==> src/rtl/cfg_loader_pkg.sv <==
package cfg_loader_pkg;

  typedef enum logic [1:0] {
    CMD_NONE,
    CMD_SOFT_RST,
    CMD_START_LOAD,
    CMD_ANALOG_ON
  } cmd_e;

  typedef struct packed {
    logic [2:0] rsvd;
    logic       analog;
    logic       overrun;
    logic       done;
    logic       load;
    logic       busy;
  } status_t;

endpackage

==> src/rtl/cfg_cmd_dec.sv <==
module cfg_cmd_dec
  import cfg_loader_pkg::*;
#(
  parameter logic [7:0] CMD_RST  = 8'h01,
  parameter logic [7:0] CMD_LOAD = 8'h02,
  parameter logic [7:0] CMD_ANA  = 8'h10
) (
  input  logic       clk_i,
  input  logic       rst_ni,
  input  logic       sel_i,
  input  logic       wr_i,
  input  logic [7:0] wdata_i,
  output cmd_e       cmd_o,
  output logic       data_wr_o,
  output logic       analog_o,
  output logic       boot_o
);

  logic analog_q, boot_q;

  always_comb begin
    cmd_o = CMD_NONE;
    if (wr_i && !sel_i) begin
      unique case (wdata_i)
        CMD_RST:  cmd_o = CMD_SOFT_RST;
        CMD_LOAD: cmd_o = CMD_START_LOAD;
        CMD_ANA:  cmd_o = CMD_ANALOG_ON;
        default:  cmd_o = CMD_NONE;
      endcase
    end
  end

  assign data_wr_o = wr_i && sel_i;

  always_ff @(posedge clk_i or negedge rst_ni) begin
    if (!rst_ni) begin
      analog_q <= 1'b0;
      boot_q   <= 1'b0;
    end else if (cmd_o == CMD_SOFT_RST) begin
      analog_q <= 1'b0;
      boot_q   <= 1'b0;
    end else if (cmd_o == CMD_ANALOG_ON) begin
      analog_q <= 1'b1;
      boot_q   <= 1'b1;
    end
  end

  assign analog_o = analog_q;
  assign boot_o   = boot_q;

endmodule

==> src/rtl/cfg_row_shift.sv <==
module cfg_row_shift #(
  parameter int ROW_BYTES = 32,
  localparam int RowBits  = ROW_BYTES * 8,
  localparam int CntW     = $clog2(ROW_BYTES)
) (
  input  logic               clk_i,
  input  logic               rst_ni,
  input  logic               clr_i,
  input  logic               push_i,
  input  logic [7:0]         byte_i,
  output logic               full_o,
  output logic [RowBits-1:0] row_o
);

  logic [RowBits-1:0] sreg_q;
  logic [CntW-1:0]    cnt_q;

  assign full_o = push_i && (cnt_q == CntW'(ROW_BYTES - 1));

  always_ff @(posedge clk_i or negedge rst_ni) begin
    if (!rst_ni) begin
      sreg_q <= '0;
      cnt_q  <= '0;
    end else if (clr_i) begin
      sreg_q <= '0;
      cnt_q  <= '0;
    end else if (push_i) begin
      // first byte of a row migrates to the top
      sreg_q <= {sreg_q[RowBits-9:0], byte_i};
      cnt_q  <= full_o ? '0 : cnt_q + 1'b1;
    end
  end

  assign row_o = sreg_q;

endmodule

==> src/rtl/cfg_copy_ctrl.sv <==
module cfg_copy_ctrl
  import cfg_loader_pkg::*;
#(
  parameter int ROWS     = 16,
  parameter int COPY_CYC = 8,
  localparam int PtrW    = $clog2(ROWS),
  localparam int TmrW    = $clog2(COPY_CYC + 1)
) (
  input  logic            clk_i,
  input  logic            rst_ni,
  input  cmd_e            cmd_i,
  input  logic            data_wr_i,
  input  logic            row_full_i,
  output logic            accept_o,
  output logic            commit_o,
  output logic [PtrW-1:0] ptr_o,
  output logic            busy_o,
  output logic            load_o,
  output logic            done_o,
  output logic            overrun_o
);

  logic            load_q, busy_q, done_q, ovr_q;
  logic [TmrW-1:0] tmr_q;
  logic [PtrW-1:0] ptr_q;
  logic            last_tick;

  assign accept_o  = data_wr_i && load_q && !busy_q;
  assign last_tick = busy_q && (tmr_q == '0);
  assign commit_o  = last_tick && (cmd_i != CMD_SOFT_RST) && (cmd_i != CMD_START_LOAD);

  always_ff @(posedge clk_i or negedge rst_ni) begin
    if (!rst_ni) begin
      load_q <= 1'b0;
      busy_q <= 1'b0;
      done_q <= 1'b0;
      ovr_q  <= 1'b0;
      tmr_q  <= '0;
      ptr_q  <= '0;
    end else if (cmd_i == CMD_SOFT_RST) begin
      load_q <= 1'b0;
      busy_q <= 1'b0;
      done_q <= 1'b0;
      ovr_q  <= 1'b0;
      tmr_q  <= '0;
      ptr_q  <= '0;
    end else if (cmd_i == CMD_START_LOAD) begin
      load_q <= 1'b1;
      busy_q <= 1'b0;
      done_q <= 1'b0;
      tmr_q  <= '0;
      ptr_q  <= '0;
    end else begin
      if (data_wr_i && busy_q) ovr_q <= 1'b1;
      if (row_full_i) begin
        busy_q <= 1'b1;
        tmr_q  <= TmrW'(COPY_CYC - 1);
      end else if (last_tick) begin
        busy_q <= 1'b0;
        ptr_q  <= (ptr_q == PtrW'(ROWS - 1)) ? '0 : ptr_q + 1'b1;
        if (ptr_q == PtrW'(ROWS - 1)) begin
          done_q <= 1'b1;
          load_q <= 1'b0;
        end
      end else if (busy_q) begin
        tmr_q <= tmr_q - 1'b1;
      end
    end
  end

  assign ptr_o     = ptr_q;
  assign busy_o    = busy_q;
  assign load_o    = load_q;
  assign done_o    = done_q;
  assign overrun_o = ovr_q;

endmodule

==> src/rtl/cfg_mem.sv <==
module cfg_mem #(
  parameter int ROWS      = 16,
  parameter int ROW_BYTES = 32,
  localparam int RowBits  = ROW_BYTES * 8,
  localparam int PtrW     = $clog2(ROWS)
) (
  input  logic               clk_i,
  input  logic               rst_ni,
  input  logic               clr_i,
  input  logic               we_i,
  input  logic [PtrW-1:0]    waddr_i,
  input  logic [RowBits-1:0] wdata_i,
  input  logic [PtrW-1:0]    raddr_i,
  output logic [RowBits-1:0] rdata_o,
  output logic [ROWS-1:0]    valid_o
);

  logic [RowBits-1:0] mem_q [ROWS];
  logic [ROWS-1:0]    valid_q;

  always_ff @(posedge clk_i) begin
    if (we_i) mem_q[waddr_i] <= wdata_i;
  end

  for (genvar g = 0; g < ROWS; g++) begin : g_valid
    always_ff @(posedge clk_i or negedge rst_ni) begin
      if (!rst_ni)                              valid_q[g] <= 1'b0;
      else if (clr_i)                           valid_q[g] <= 1'b0;
      else if (we_i && waddr_i == PtrW'(g))     valid_q[g] <= 1'b1;
    end
  end

  assign rdata_o = mem_q[raddr_i];
  assign valid_o = valid_q;

endmodule

==> src/rtl/cfg_loader.sv <==
module cfg_loader
  import cfg_loader_pkg::*;
#(
  parameter int         ROW_BYTES = 32,
  parameter int         ROWS      = 16,
  parameter int         COPY_CYC  = 8,
  parameter logic [7:0] CMD_RST   = 8'h01,
  parameter logic [7:0] CMD_LOAD  = 8'h02,
  parameter logic [7:0] CMD_ANA   = 8'h10,
  localparam int        RowBits   = ROW_BYTES * 8,
  localparam int        PtrW      = $clog2(ROWS)
) (
  input  logic               clk_i,
  input  logic               rst_ni,
  input  logic               sel_i,
  input  logic               wr_i,
  input  logic [7:0]         wdata_i,
  output logic [7:0]         rdata_o,
  output logic               busy_o,
  output logic               analog_en_o,
  output logic               boot_en_o,
  input  logic [PtrW-1:0]    mem_raddr_i,
  output logic [RowBits-1:0] mem_rdata_o,
  output logic [ROWS-1:0]    row_valid_o
);

  cmd_e               cmd;
  logic               data_wr, accept, full, commit;
  logic               busy, load, done, ovr, analog;
  logic [PtrW-1:0]    ptr;
  logic [RowBits-1:0] row;
  status_t            status;

  cfg_cmd_dec #(
    .CMD_RST (CMD_RST),
    .CMD_LOAD(CMD_LOAD),
    .CMD_ANA (CMD_ANA)
  ) u_dec (
    .clk_i    (clk_i),
    .rst_ni   (rst_ni),
    .sel_i    (sel_i),
    .wr_i     (wr_i),
    .wdata_i  (wdata_i),
    .cmd_o    (cmd),
    .data_wr_o(data_wr),
    .analog_o (analog),
    .boot_o   (boot_en_o)
  );

  cfg_row_shift #(.ROW_BYTES(ROW_BYTES)) u_shift (
    .clk_i (clk_i),
    .rst_ni(rst_ni),
    .clr_i (cmd == CMD_SOFT_RST || cmd == CMD_START_LOAD),
    .push_i(accept),
    .byte_i(wdata_i),
    .full_o(full),
    .row_o (row)
  );

  cfg_copy_ctrl #(.ROWS(ROWS), .COPY_CYC(COPY_CYC)) u_ctrl (
    .clk_i     (clk_i),
    .rst_ni    (rst_ni),
    .cmd_i     (cmd),
    .data_wr_i (data_wr),
    .row_full_i(full),
    .accept_o  (accept),
    .commit_o  (commit),
    .ptr_o     (ptr),
    .busy_o    (busy),
    .load_o    (load),
    .done_o    (done),
    .overrun_o (ovr)
  );

  cfg_mem #(.ROWS(ROWS), .ROW_BYTES(ROW_BYTES)) u_mem (
    .clk_i  (clk_i),
    .rst_ni (rst_ni),
    .clr_i  (cmd == CMD_SOFT_RST),
    .we_i   (commit),
    .waddr_i(ptr),
    .wdata_i(row),
    .raddr_i(mem_raddr_i),
    .rdata_o(mem_rdata_o),
    .valid_o(row_valid_o)
  );

  always_comb begin
    status         = '0;
    status.busy    = busy;
    status.load    = load;
    status.done    = done;
    status.overrun = ovr;
    status.analog  = analog;
  end

  assign rdata_o     = sel_i ? status : 8'h00;
  assign busy_o      = busy;
  assign analog_en_o = analog;

endmodule

==> config.mk <==
export PLATFORM = sky130hd
export DESIGN_NAME = cfg_loader
export DESIGN_NICKNAME = d
export VERILOG_FILES = /design/src/rtl/cfg_loader_pkg.sv /design/src/rtl/cfg_cmd_dec.sv /design/src/rtl/cfg_row_shift.sv /design/src/rtl/cfg_copy_ctrl.sv /design/src/rtl/cfg_mem.sv /design/src/rtl/cfg_loader.sv
export SDC_FILE = /design/constraint.sdc
export NUM_CORES = 2
export LEC_CHECK = 0
export BUFFER_PORTS_ARGS = -buffer_cell sky130_fd_sc_hd__buf_2
export CAP_MARGIN = 20
export CORE_MARGIN = 2
export CORE_UTILIZATION = 50
export CTS_BUF_LIST = sky130_fd_sc_hd__clkbuf_16
export CTS_CLUSTER_SIZE = 12
export DETAILED_ROUTE_END_ITERATION = 10
export GPL_TIMING_DRIVEN = 0
export MAX_ROUTING_LAYER = met4
export PLACE_DENSITY = 0.66
export SYNTH_ARGS = -nofsm -noshare
export SYNTH_HDL_FRONTEND = slang
export SYNTH_SLANG_ARGS = --single-unit
export TNS_END_PERCENT = 10
==> constraint.sdc <==
create_clock -name clk_i -period 28.9 [get_ports clk_i]
set_input_delay 2.89 -clock clk_i [delete_from_list [all_inputs] [get_ports clk_i]]
set_output_delay 2.89 -clock clk_i [all_outputs]
set_load 0.005 [all_outputs]
==> summary.md <==
| Metric | Value |
|---|---|
| Final number of setup-violating endpoints | `0` |
| Critical path depth in cells | `9` |
| Startpoint of the worst-slack reg-to-reg timing path | `u_ctrl.tmr_q[0]` |
| H-tree Lvls | `5` |
| EDFF count, synth | `approximately 4,100` |
| Start point of the critical path | `mem_raddr_i[0]` |
| Fin crit share | `0.312` |
| Area of the mapped netlist | `166,000 µm²` |
| Library cell with the largest summed area after synthesis | `sky130_fd_sc_hd__edfxtp_1` |
| Max Cap Viol | `0` |
| Clock tree from TritonCTS | `built` |
| Start-to-end type of the worst setup path | `in -> out` |
| Actual slew at the worst max-slew pin | `about 1200 ps` |
| Reg2Reg Depth | `15` |
| Clock tree buffer depth | `4` |
| Sequential element share of the synthesized area | `0.786` |
| Number of buffers inserted for hold repair after clock tree synthesis | `0` |
| Fraction of layout instances using a drive strength above 1 | `0.235` |
| Post-cts sizing count | `0` |
| Net count, final | `8,955` |
| Buffer cell driving the clock tree root | `sky130_fd_sc_hd__clkbuf_16` |
| P_leak | `about 73 nW` |
| Clock sink count | `between 4,000 and 5,000` |
| Total power after layout | `roughly 13 mW` |
| Final setup TNS | `0 ps` |
| Via count of the first global-routing pass | `approximately 84,000` |
| Highest-count cells in the layout ignoring fill and taps | `sky130_fd_sc_hd__edfxtp_1 (4,096), sky130_fd_sc_hd__mux4_2 (858), sky130_fd_sc_hd__nand2_1 (791), sky130_fd_sc_hd__a22oi_1 (586), sky130_fd_sc_hd__buf_2 (452)` |
| End point of the critical path | `mem_rdata_o[108]` |
| Cells traversed along the worst timing path | `buf_2 > buf_2 > nor2b_1 > clkbuf_1 > clkbuf_1 > a22oi_1 > nand3_1 > nand2_1 > buf_2` |
| Crit path required time | `approximately 26,000 ps` |
| Full die area | `about 340,000 µm²` |
| DRC violation count after routing | `0` |
| Standard cell core area | `~330,000 µm²` |
| Highest Clock Rate | `~110 MHz` |
| Worst-path cell with the longest stage delay | `sky130_fd_sc_hd__clkbuf_1` |
| Worst path buffer plus inverter count | `5` |
| DR WL/cell | `approximately 30 µm` |
| Kind of launch point of the worst setup path | `input port` |
| Data arrival time of the critical path | `6110 ps` |
| Flops & latches, synth | `around 4,400` |
| Share of the synthesized area in the top cell type | `0.742` |
| Number of setup buffers added after CTS | `0` |
| Number of routed nets with antenna violations | `0` |
| Largest vdd supply drop | `0.0000522 V` |
| Most frequent standard cell in the layout excluding fill and tap cells | `sky130_fd_sc_hd__edfxtp_1` |
| Highest net fanout along the worst path | `10` |
| Unrepaired setup endpoints after global routing | `no` |
| First-pass GRT wire length | `593,000 µm` |
| Worst-Skew Late Latency | `around 980 ps` |
| Starting Density | `0.502` |
| I/O Pins | `between 200 and 300` |
| Final-layout fill cell count | `between 20,000 and 25,000` |
| Clock skew after layout | `between 50 and 60 ps` |
| Total number of vias | `between 80,000 and 90,000` |
| Final GP Congestion | `0.765` |
| Rows | `approximately 210` |
| Yosys synthesis warning count | `0` |
| Clock slew at reported path FFs | `about 60 ps` |
| Power per cell area | `around 66 nW/µm²` |
| Min-delay worst type | `reg -> reg` |
| Count of cell types in the netlist | `48` |
| Maximum number of pins on one net before global-route repair | `around 120` |
| Critical path's top delay family | `buffers and inverters` |
| HPWL after detailed placement | `about 270,000 µm` |
| Area of combinational cells with multiple inputs | `between 30,000 and 40,000 µm²` |
| Post-synthesis async set-or-reset flop share | `0.0661` |
| Most frequent CP cell | `sky130_fd_sc_hd__buf_2` |
| Instance count of the mapped netlist | `just under 8,000` |
| Drt via density | `between 6 and 7` |
| Total routing resource utilization after global routing | `0.251` |
| Most common flop cell mapped by yosys | `sky130_fd_sc_hd__edfxtp_1` |
| Slowest cell delay on critical path | `slightly below 900 ps` |
| Vertical extent of the die | `around 580 µm` |
| Register-to-Register Setup Slack | `roughly 24,000 ps` |
| Layout Area Growth over Synthesis | `15.0%` |
| Number of antenna violations at the first check in global routing | `20` |
| Result of the run | `completed` |
| Number of port buffers | `around 290` |
| Area contributors post-synth | `sky130_fd_sc_hd__edfxtp_1 (74%), sky130_fd_sc_hd__mux4_2 (12%), sky130_fd_sc_hd__dfrtp_1 (4.4%)` |
| Iteration count of the initial detailed-routing pass | `6` |
| Total wire length after detailed routing | `413,000 µm` |
| TritonCTS Buffers | `437` |
| Horizontal extent of the die | `580 µm` |
| Starting DRT DRC Count | `approximately 10,000` |
| Final hold viol count | `0` |
| Headroom to the max-slew limit | `0.185` |
| Endpoint of the lowest-slack register-to-register path | `u_mem.mem_q[2][179]` |
| Crit. End Element | `primary output` |
| Mean Syn Cell Area | `21.0 µm²` |
| GRT Residual Overflow | `0` |
| Final critical delay including setup and external delays | `9000 ps` |
| Max-slew violation total from the final report | `0` |
| Register Area | `130,000 µm²` |
==> power breakdown <==
| group | total, mW | internal, mW | leakage [nW] | switching [mW] |
|---|---|---|---|---|
| Combinational | 0.453 | 0.156 | 16.3 | 0.297 |
| Sequential | 6.94 | 6.90 | 49.9 | 0.0482 |
| Clock | 5.15 | 2.82 | 7.04 | 2.33 |
| Total | 12.5 | 9.87 | 73.2 | 2.68 |
==> per-stage QoR <==
step                      worst slack, ps  hold WS (ps)  utilization  cells  cell area [µm²]
after CTS                           19900           485        0.578  13600           191000
after floorplan                      5890           471            -   7903           166000
after global placement             -16290           464        0.523  12600           173000
after detailed placement            19940           468        0.538  12900           178000
after global routing                19850           504        0.578  13600           191000
final                               19900           481        0.578  13600           191000
==> area by class of cell <==
type | instances | share of cell area
sequential | 4386 | 0.683
multi-input combinational | 3037 | 0.175
clock buffer | 439 | 0.0576
timing repair buffer | 587 | 0.0331
tap | 4366 | 0.0287
buffer | 467 | 0.0115
clock inverter | 338 | 0.0105
inverter | 13 | 0.000256
antenna | 12 | 0.000157
==> logic make-up (layout without fill, tap and decap cells) <==
group / after synthesis / after routing / synth area share
flip-flops: 4386 / 4386 / 0.786
multiplexers: 1193 / 1193 / 0.137
AND/OR/NAND/NOR: 938 / 938 / 0.0226
AO/OA/AOI/OAI: 888 / 888 / 0.0401
buffers and inverters: 480 / 1844 / 0.0134
adder cells (fa/ha/maj): 10 / 10 / 0.000755
XOR/XNOR: 5 / 5 / 0.000264
other: 1 / 15 / 0.0000226
==> layer usage <==
| layer | wire (µm) | up-vias | GRT usage |
|---|---|---|---|
| li1 | - | 34600 | - |
| met2 | 203000 | 3736 | 0.397 |
| met4 | 14800 | 0 | 0.0874 |
| met3 | 32100 | 647 | 0.0365 |
| met5 | 0 | - | - |
| met1 | 163000 | 44100 | 0.337 |
==> synthesized netlist by cell type, types with 2 or more instances <==
cell type,n
sky130_fd_sc_hd__dfrtp_1,290
sky130_fd_sc_hd__mux4_2,858
sky130_fd_sc_hd__nand2_1,791
sky130_fd_sc_hd__o2bb2ai_1,11
sky130_fd_sc_hd__clkbuf_1,207
sky130_fd_sc_hd__and2_1,10
sky130_fd_sc_hd__a21o_1,2
sky130_fd_sc_hd__a221oi_1,3
sky130_fd_sc_hd__a31oi_1,3
sky130_fd_sc_hd__nand2b_1,3
sky130_fd_sc_hd__o2111ai_1,3
sky130_fd_sc_hd__mux2_2,2
sky130_fd_sc_hd__buf_2,160
sky130_fd_sc_hd__ha_1,10
sky130_fd_sc_hd__inv_1,13
sky130_fd_sc_hd__xnor2_1,3
sky130_fd_sc_hd__a21boi_0,258
sky130_fd_sc_hd__a22oi_1,586
sky130_fd_sc_hd__nand3_1,84
sky130_fd_sc_hd__o32ai_1,4
sky130_fd_sc_hd__a21oi_1,10
sky130_fd_sc_hd__o21a_1,2
sky130_fd_sc_hd__xor2_1,2
sky130_fd_sc_hd__nor2_1,17
sky130_fd_sc_hd__mux2i_1,333
sky130_fd_sc_hd__buf_6,19
sky130_fd_sc_hd__nor2b_1,9
sky130_fd_sc_hd__buf_4,20
sky130_fd_sc_hd__nor3_1,10
sky130_fd_sc_hd__and3_1,2
sky130_fd_sc_hd__o21ai_0,4
sky130_fd_sc_hd__edfxtp_1,4096
sky130_fd_sc_hd__buf_1,61
==> state kept, by name (all words and copies together) (netlist names) <==
name              count
u_ctrl.busy_o         1
u_ctrl.ptr_o          4
u_ctrl.load_o         1
u_mem.valid_o        16
u_ctrl.done_o         1
u_shift.cnt_q         5
u_dec.analog_o        1
u_mem.mem_q        4096
u_ctrl.tmr_q          4
u_ctrl.overrun_o      1
u_shift.row_o       256
==> worst min-delay path by stage <==
stage / endpoint / depth (start not counted) / startpoint / slack [ps]
after detailed placement: u_mem.valid_o[12] / 1 / u_mem.valid_o[12] / 470
final: u_mem.valid_o[12] / 1 / u_mem.valid_o[12] / 480
after CTS: u_mem.valid_o[12] / 1 / u_mem.valid_o[12] / 480
after floorplan: u_ctrl.done_o / 1 / u_ctrl.done_o / 470
after global placement: u_mem.valid_o[15] / 1 / u_mem.valid_o[15] / 460
after global routing: u_mem.valid_o[13] / 1 / u_mem.valid_o[13] / 500
Note: power is estimated with default switching activity, not from simulation.
